--- config.mk ---
export PLATFORM = sky130hd
export DESIGN_NAME = brc_unit
export DESIGN_NICKNAME = d
export VERILOG_FILES = /design/src/rtl/brc_pkg.sv /design/src/rtl/brc_cond_eval.sv /design/src/rtl/brc_target_gen.sv /design/src/rtl/brc_redirect_ctl.sv /design/src/rtl/brc_unit.sv
export SDC_FILE = /design/constraint.sdc
export NUM_CORES = 1
export LEC_CHECK = 0
export BUFFER_PORTS_ARGS = -buffer_cell sky130_fd_sc_hd__buf_2
export CAP_MARGIN = 10
export CORE_MARGIN = 1.5
export CORE_UTILIZATION = 40
export DETAILED_ROUTE_END_ITERATION = 12
export GPL_TIMING_DRIVEN = 0
export PLACE_DENSITY = 0.79
export SLEW_MARGIN = 10
export SYNTH_ARGS = -nofsm -noshare
export SYNTH_HDL_FRONTEND = slang
export SYNTH_HIERARCHICAL = 1
export SYNTH_SLANG_ARGS = --single-unit
--- constraint.sdc ---
create_clock -name clk -period 4.7 [get_ports clk]
set_input_delay 0.47 -clock clk [delete_from_list [all_inputs] [get_ports clk]]
set_output_delay 0.47 -clock clk [all_outputs]
set_load 0.02 [all_outputs]
--- src/rtl/brc_pkg.sv ---
package brc_pkg;
  localparam int unsigned FLAG_IDX_W = 3;
  localparam int unsigned IDX_Z = 0;
  localparam int unsigned IDX_C = 1;
  localparam int unsigned IDX_N = 2;

  localparam int unsigned CC_ZCLR = 0;
  localparam int unsigned CC_ZSET = 1;
  localparam int unsigned CC_FCLR = 2;
  localparam int unsigned CC_FSET = 3;
  localparam int unsigned CC_SELN = 4;

  typedef logic [FLAG_IDX_W-1:0] flag_idx_t;

  function automatic flag_idx_t pack_flags(input logic z, input logic c, input logic n);
    flag_idx_t f;
    f        = '0;
    f[IDX_Z] = z;
    f[IDX_C] = c;
    f[IDX_N] = n;
    return f;
  endfunction
endpackage

--- src/rtl/brc_cond_eval.sv ---
module brc_cond_eval
  import brc_pkg::*;
#(
  parameter int unsigned COND_W = 5
) (
  input  logic [COND_W-1:0] cond_code,
  input  flag_idx_t         flags,
  output logic              cond_ok
);
  logic sel_flag;
  logic fail_zclr, fail_zset, fail_fclr, fail_fset;

  always_comb begin
    sel_flag  = cond_code[CC_SELN] ? flags[IDX_N] : flags[IDX_C];
    fail_zclr = cond_code[CC_ZCLR] &  flags[IDX_Z];
    fail_zset = cond_code[CC_ZSET] & ~flags[IDX_Z];
    fail_fclr = cond_code[CC_FCLR] &  sel_flag;
    fail_fset = cond_code[CC_FSET] & ~sel_flag;
    cond_ok   = ~(fail_zclr | fail_zset | fail_fclr | fail_fset);
  end
endmodule

--- src/rtl/brc_target_gen.sv ---
module brc_target_gen #(
  parameter int unsigned ADDR_W = 32,
  parameter int unsigned OFS_W  = 5,
  parameter int unsigned JMP_W  = 24
) (
  input  logic              use_abs,
  input  logic [OFS_W-1:0]  rel_ofs,
  input  logic [ADDR_W-1:0] jump_reg,
  input  logic [ADDR_W-1:0] cur_pc,
  output logic [ADDR_W-1:0] seq_pc,
  output logic [ADDR_W-1:0] target
);
  localparam int unsigned EXT_W = ADDR_W - OFS_W;
  localparam logic [ADDR_W-1:0] INSN_BYTES = ADDR_W'(2);
  localparam logic [ADDR_W-1:0] ABS_MASK =
    {{(ADDR_W-JMP_W){1'b0}}, {(JMP_W-1){1'b1}}, 1'b0};

  logic [ADDR_W-1:0] ofs_ext;
  logic [ADDR_W-1:0] rel_tgt;
  logic [ADDR_W-1:0] abs_tgt;

  always_comb begin
    seq_pc  = cur_pc + INSN_BYTES;
    ofs_ext = {{EXT_W{rel_ofs[OFS_W-1]}}, rel_ofs};
    rel_tgt = seq_pc + {ofs_ext[ADDR_W-2:0], 1'b0};
    abs_tgt = jump_reg & ABS_MASK;
    target  = use_abs ? abs_tgt : rel_tgt;
  end
endmodule

--- src/rtl/brc_redirect_ctl.sv ---
module brc_redirect_ctl #(
  parameter int unsigned ADDR_W = 32
) (
  input  logic              clk,
  input  logic              rst_n,
  input  logic              issue,
  input  logic              taken,
  input  logic [ADDR_W-1:0] target,
  input  logic              slot_done,
  output logic              pending,
  output logic              redirect,
  output logic [ADDR_W-1:0] redirect_pc
);
  logic              pend_q, pend_d;
  logic              redir_q, redir_d;
  logic [ADDR_W-1:0] tgt_q;
  logic              tgt_en;

  always_comb begin
    pend_d  = pend_q;
    redir_d = 1'b0;
    tgt_en  = 1'b0;
    if (pend_q) begin
      if (slot_done) begin
        pend_d  = 1'b0;
        redir_d = 1'b1;
      end
    end else if (issue && taken) begin
      pend_d = 1'b1;
      tgt_en = 1'b1;
    end
  end

  always_ff @(posedge clk or negedge rst_n) begin
    if (!rst_n) begin
      pend_q  <= 1'b0;
      redir_q <= 1'b0;
    end else begin
      pend_q  <= pend_d;
      redir_q <= redir_d;
    end
  end

  always_ff @(posedge clk or negedge rst_n) begin
    if (!rst_n)      tgt_q <= '0;
    else if (tgt_en) tgt_q <= target;
  end

  assign pending     = pend_q;
  assign redirect    = redir_q;
  assign redirect_pc = tgt_q;


  redirect_single_chk: assert property (@(posedge clk) disable iff (!rst_n)
    redirect |=> !redirect);


  redirect_after_slot_chk: assert property (@(posedge clk) disable iff (!rst_n)
    (pending && slot_done) |=> (redirect && !pending));


  pending_hold_chk: assert property (@(posedge clk) disable iff (!rst_n)
    (pending && !slot_done) |=> (pending && $stable(redirect_pc)));


  pending_set_chk: assert property (@(posedge clk) disable iff (!rst_n)
    (!pending && issue && taken) |=> (pending && redirect_pc == $past(target)));
endmodule

--- src/rtl/brc_unit.sv ---
module brc_unit
  import brc_pkg::*;
#(
  parameter int unsigned ADDR_W = 32,
  parameter int unsigned OFS_W  = 5,
  parameter int unsigned COND_W = 5,
  parameter int unsigned JMP_W  = 24
) (
  input  logic              clk,
  input  logic              rst_n,
  input  logic              br_valid,
  input  logic              br_absolute,
  input  logic [COND_W-1:0] cond_code,
  input  logic              flag_z,
  input  logic              flag_c,
  input  logic              flag_n,
  input  logic [OFS_W-1:0]  rel_ofs,
  input  logic [ADDR_W-1:0] jump_reg,
  input  logic [ADDR_W-1:0] cur_pc,
  input  logic              slot_done,
  output logic              br_taken,
  output logic [ADDR_W-1:0] br_target,
  output logic [ADDR_W-1:0] next_pc,
  output logic              slot_pending,
  output logic              redirect,
  output logic [ADDR_W-1:0] redirect_pc
);
  flag_idx_t flags;
  assign flags = pack_flags(flag_z, flag_c, flag_n);

  brc_cond_eval #(.COND_W(COND_W)) u_cond (
    .cond_code (cond_code),
    .flags     (flags),
    .cond_ok   (br_taken)
  );

  brc_target_gen #(.ADDR_W(ADDR_W), .OFS_W(OFS_W), .JMP_W(JMP_W)) u_tgt (
    .use_abs  (br_absolute),
    .rel_ofs  (rel_ofs),
    .jump_reg (jump_reg),
    .cur_pc   (cur_pc),
    .seq_pc   (next_pc),
    .target   (br_target)
  );

  brc_redirect_ctl #(.ADDR_W(ADDR_W)) u_ctl (
    .clk         (clk),
    .rst_n       (rst_n),
    .issue       (br_valid),
    .taken       (br_taken),
    .target      (br_target),
    .slot_done   (slot_done),
    .pending     (slot_pending),
    .redirect    (redirect),
    .redirect_pc (redirect_pc)
  );


  always_taken_chk: assert property (@(posedge clk) disable iff (!rst_n)
    (cond_code[3:0] == 4'b0000) |-> br_taken);


  abs_align_chk: assert property (@(posedge clk) disable iff (!rst_n)
    br_absolute |-> (br_target[0] == 1'b0 && br_target[ADDR_W-1:JMP_W] == '0));


  zero_flag_chk: assert property (@(posedge clk) disable iff (!rst_n)
    (cond_code[0] && flag_z) |-> !br_taken);


  not_taken_idle_chk: assert property (@(posedge clk) disable iff (!rst_n)
    (!slot_pending && br_valid && !br_taken) |=> !slot_pending);
endmodule

* Yosys cells after proc, flatten, opt, wreduce, memory -nomap -nowiden *
Index checks and enable logic that the tools add are counted.

cells by class
  $mul = 0
  equality and inequality tests = 0
  bitwise operators = 10
  magnitude comparators = 0
  div/mod/pow operators = 0
  add/subtract/negate cells = 2
  shifts and indexed selects = 0
  mux-type cells = 8
  reduce and logical (&&, ||, !) cells = 1

operator list
  cell                   number
  $add 32x2->32 const B  1
  $add 32x32->32         1
  $mux 32                1
  $mux 1                 7
  $and 1x1->1            4
  $not 1->1              3
  $or 1x1->1             3
  $logic_and 1x1->1      1

storage, ports and cells
  memories kept = 0
  flip-flop bits (word level) = 34
  latch bits = 0
  memory bits (writable) = 0
  output and inout port bits = 99
  bits in read-only memories = 0

* Depth between registers and ports, before layout *
  depth in word-level cells = 9
  mapped depth = 17
  mapped depth without buffers = 17

* Hierarchy *
The synthesis kept the hierarchy.

modules (own cells, without submodules)
  module            sequential area each (um2)  area each (um2)  cells each  times used
  brc_target_gen    0.0                         2,588.7          392         1
  brc_redirect_ctl  850.8                       1,388.8          73          1
  brc_cond_eval     0.0                         40.0             4           1

* Least setup slack after synthesis *
No wires, ideal clock.

  kind = input -> output
  start point = input port cur_pc[5]
  end point = output port br_target[22]
  path slack = 0.324 ns
  stages on the path = 14
  required time = 4.230 ns
  data arrival time = 3.906 ns
  path through = and3_1 -> nand3_1 -> nor2_1 -> nand2_1 -> xnor2_1 -> ha_1 -> and3_4 -> and2_4 -> o21a_1 -> or4b_4 -> a32o_1 -> a31oi_1 -> nor4b_1 -> a211oi_1

on the way
  cells in the longest elaborated chain, start to end = 3

RTL lines
  element          RTL line              source
  start, declared  brc_unit.sv:19        input logic [ADDR_W-1:0] cur_pc,
  $add 32x2->32    brc_target_gen.sv:23  seq_pc = cur_pc + INSN_BYTES;
  net next_pc[8]   brc_unit.sv:23        output logic [ADDR_W-1:0] next_pc,
  $add 32x32->32   brc_target_gen.sv:25  rel_tgt = seq_pc + {ofs_ext[ADDR_W-2:0], 1'b0};
  $mux 32          brc_target_gen.sv:27  target = use_abs ? abs_tgt : rel_tgt;
  end, declared    brc_unit.sv:22        output logic [ADDR_W-1:0] br_target,

The timed path passes the listed nets, and every way through them passes these cells.

* Worst setup path in the final report *
  start point = input port cur_pc[3]
  end point = output port br_target[30]

on the way
  cells in the longest elaborated chain, start to end = 3

RTL lines
  element         RTL line
  $add 32x2->32   brc_target_gen.sv:23
  $add 32x32->32  brc_target_gen.sv:25
  $mux 32         brc_target_gen.sv:27

No other way between the ends.

==> reports/results.md <==
### Setup path
• **endpoint of the worst-slack reg-to-reg timing path** u_ctl/redirect_pc[6]$_DFFE_PN0P_
• **Crit-path slowest cell** or4b_4
• **Crit Path Max Fanout** 6
• **Cell Chain, Critical Path** buf_2 -> and3_2 -> nand3_2 -> nor2_4 -> nand2_1 -> xnor2_1 -> ha_1 -> and3_4 -> and2_4 -> o21a_1 -> or4b_4 -> a32o_1 -> a21oi_1 -> or3b_1 -> mux2_4 -> buf_2
• **Data required, critical path** 4.23 ns
• **cell count of the worst reg-to-reg path** 3
• **Most Frequent Cell on Critical Path** buf_2
• **arrival time of the worst setup path** 4.12 ns
• **worst flop-to-flop path startpoint** u_ctl/pending$_DFF_PN0_
• **slowest stage delay, CP** 0.49 ns
• **type of the worst setup path** input pin to primary output
• **Setup crit end kind** primary output
• **flop2flop setup slack** 3.45 ns
• **Worst Setup Start Kind** input pin

### Clock tree
• **clock root cell** clkbuf_8
• **maximum clock path buffer count** 2
• **clock slew seen by the registers of the worst setup and hold paths** 0.07 ns
• **CTS tree** built
• **clock buffers created by TritonCTS** 5
• **clock latency reported for the late side of the worst-skew pair** 0.27 ns
• **Post-CTS Hold Fix Bufs** 0
• **sink count of the clock tree** 34
• **total number of H-tree levels** 2

### Yosys
• **total number of yosys warnings** 6
• **Synth Cell Area** 4020 sq um
• **share of synthesized registers carrying an async set or reset** 100%
• **synthesized instance count** 469
• **share of the yosys chip area belonging to registers** 21.2%
• **synthesized area per cell** 8.57 sq um
• **count of flip-flops with a built-in enable after synthesis** 0
• **dominant cell type by area after synthesis** dfrtp_1
• **dominant synthesized flop cell** dfrtp_1
• **number of storage elements in the synthesis netlist** 34
• **post-synthesis net count** 589
• **share of Yosys cell area claimed by the top area cell type** 21.2%
• **largest cells by area after synthesis** dfrtp_1, ha_1, mux2_4, xnor2_1, nand2_1
• **Synth cell types** 55

### Min path
• **worst hold-check path type** input pin to asynchronous set/reset pin

### Detailed routing
• **WL per Instance** 15.8 um
• **DRT Pass-1 Iters** 5
• **total wire length after detailed routing** 12300 um
• **residual antenna-violating net count after detailed routing** 0
• **DRC** 0
• **vias per cell** 5.40
• **Iter 0 DRT Violations** 242
• **number of vias after detailed routing** 4203

### STA
• **worst clock skew** 0.00451 ns
• **setup TNS** 0 ns
• **count of pins over their slew limit** 0
• **final critical-path share of the clock period** 97.6%
• **slew of the pin with the lowest slew margin** 0.742 ns
• **Period minus WS final** 4.59 ns
• **headroom to the max-slew limit** 50.5%
• **Final setup violation count** 0
• **count of endpoints failing hold in the final timing report** 0
• **highest achievable clock rate** 218 MHz
• **worst hold slack after final layout** 0.252 ns

### Pwr
• **Leak** 0.00267 uW
• **Power, Total** 1590 uW
• **Pwr per Cell Area** 304 nW/um^2
• **worst vdd rail ir drop** 195 uV

### Final layout
• **final core utilization** 53.5%
• **highest-count cells in the layout ignoring fill and taps** buf_2, nand2_1, dfrtp_1, ha_1, a21oi_1
• **Final Net Count** 765
• **most common library cell in the layout ignoring fill and taps** buf_2
• **n_diodes** 0
• **Area growth syn-to-layout** 30.1%
• **post-route non-filler standard cell count** 778
• **share of layout cells above drive strength 1** 37.5%

### Global routing
• **number of antenna violations at the first check in global routing** 0
• **Overflow after GRT** 0
• **number of global-route vias before repair** 3868
• **global-route wire length before repair** 18600 um
• **maximum number of pins on one net before global-route repair** 35
• **combined global-route utilization of all metal layers** 22.0%

### Die
• **initial core utilization** 41.1%
• **overall die area** 10700 sq um
• **placement row count** 36
• **vertical extent of the die** 103 um
• **Chip Width** 103 um
• **standard cell core area** 9770 sq um
• **I/O pin count** 181

### Run
• **max_cap viols** 0

### Placement
• **Buffers on Ports** 171
• **final weighted congestion in routability-driven placement** 0.953
• **number of cells after detailed placement** 773
• **Detailed Place HPWL** 10100 um

### Status
• **run status** complete, no violations

how the worst max path moves through the flow:
stage	start	to	slack, ns	cells past startpoint
6_report	cur_pc[3]	br_target[30]	0.11	16
5_1_grt	cur_pc[3]	br_target[30]	-0.004	17
4_1_cts	cur_pc[3]	br_target[22]	0.02	17
3_5_place_dp	cur_pc[1]	br_target[31]	-0.34	15
3_3_place_gp	cur_pc[1]	br_target[31]	-0.30	15
2_1_floorplan	cur_pc[5]	br_target[22]	0.32	14
Yosys cell counts (11+ instances only):
cell and number:
a21o_1 16, a21oi_1 33, xnor2_1 31, dfrtp_1 34, nand3_1 21, o21ai_0 27, ha_1 37, nand2_1 52
nor2_1 34, inv_1 11, mux2_4 30, xor2_1 21, clkbuf_1 11
stage by stage:
step,setup WS [ns],cell area [sq um]
floorplan,0.324,4020
global placement,-0.300,5040
detailed placement,-0.345,5040
CTS,0.0206,5130
global route,-0.00422,5230
finish,0.111,5230
per-layer routing:
layer / track usage (%) / wire [um] / vias to the layer above
li1: - / - / 2046
met1: 28.4 / 5430 / 1979
met2: 40.0 / 6080 / 166
met3: 1.61 / 657 / 12
met4: 5.20 / 132 / 0
met5: 0 / 0 / -
where the power goes:
| group | internal, uW | switching, uW | leakage (uW) |
|---|---|---|---|
| sequential | 395 | 57.9 | 0.000420 |
| clock | 99.3 | 97.1 | 0.0000438 |
| combinational | 400 | 543 | 0.00221 |
kinds of logic (layout without fill, tap and decap cells):
kind of cell    count (synthesis)  in the layout  synth area share (%)
mux                            39             39                  13.7
buf+inv                        27            203                  3.18
simple gates                  160            160                  20.0
flops                          34             34                  21.2
fa+ha+maj                      38             38                  12.0
compound gates                119            119                  18.6
xor+xnor                       52             52                  11.3
critical path, delay by kind of cell:
kind | cells | cell delay, ns
compound gates | 3 | 0.61
mux | 1 | 0.32
simple gates | 8 | 1.90
fa+ha+maj | 1 | 0.34
xor+xnor | 1 | 0.20
buf+inv | 2 | 0.27
area by class of cell:
type,count,area [sq um]
buffer,12,71.3
clock buffer,5,68.8
clock inverter,2,10.0
fill,942,4550
inverter,12,45.0
multi-input combinational,408,3150
sequential,34,851
tap,133,166
timing repair buffer,172,863
flip-flops by register name, summed over array words and instances (netlist names):
| register | cells |
|---|---|
| u_ctl/redirect_pc | 32 |
| u_ctl/pending | 1 |
| u_ctl/redirect | 1 |
repair_timing:
action	CTS	global route
resized for setup	4	19
setup endpoints to repair	4	9
pin swaps	1	1
setup buffers	1	0
Note: power is estimated with default switching activity, not from simulation.
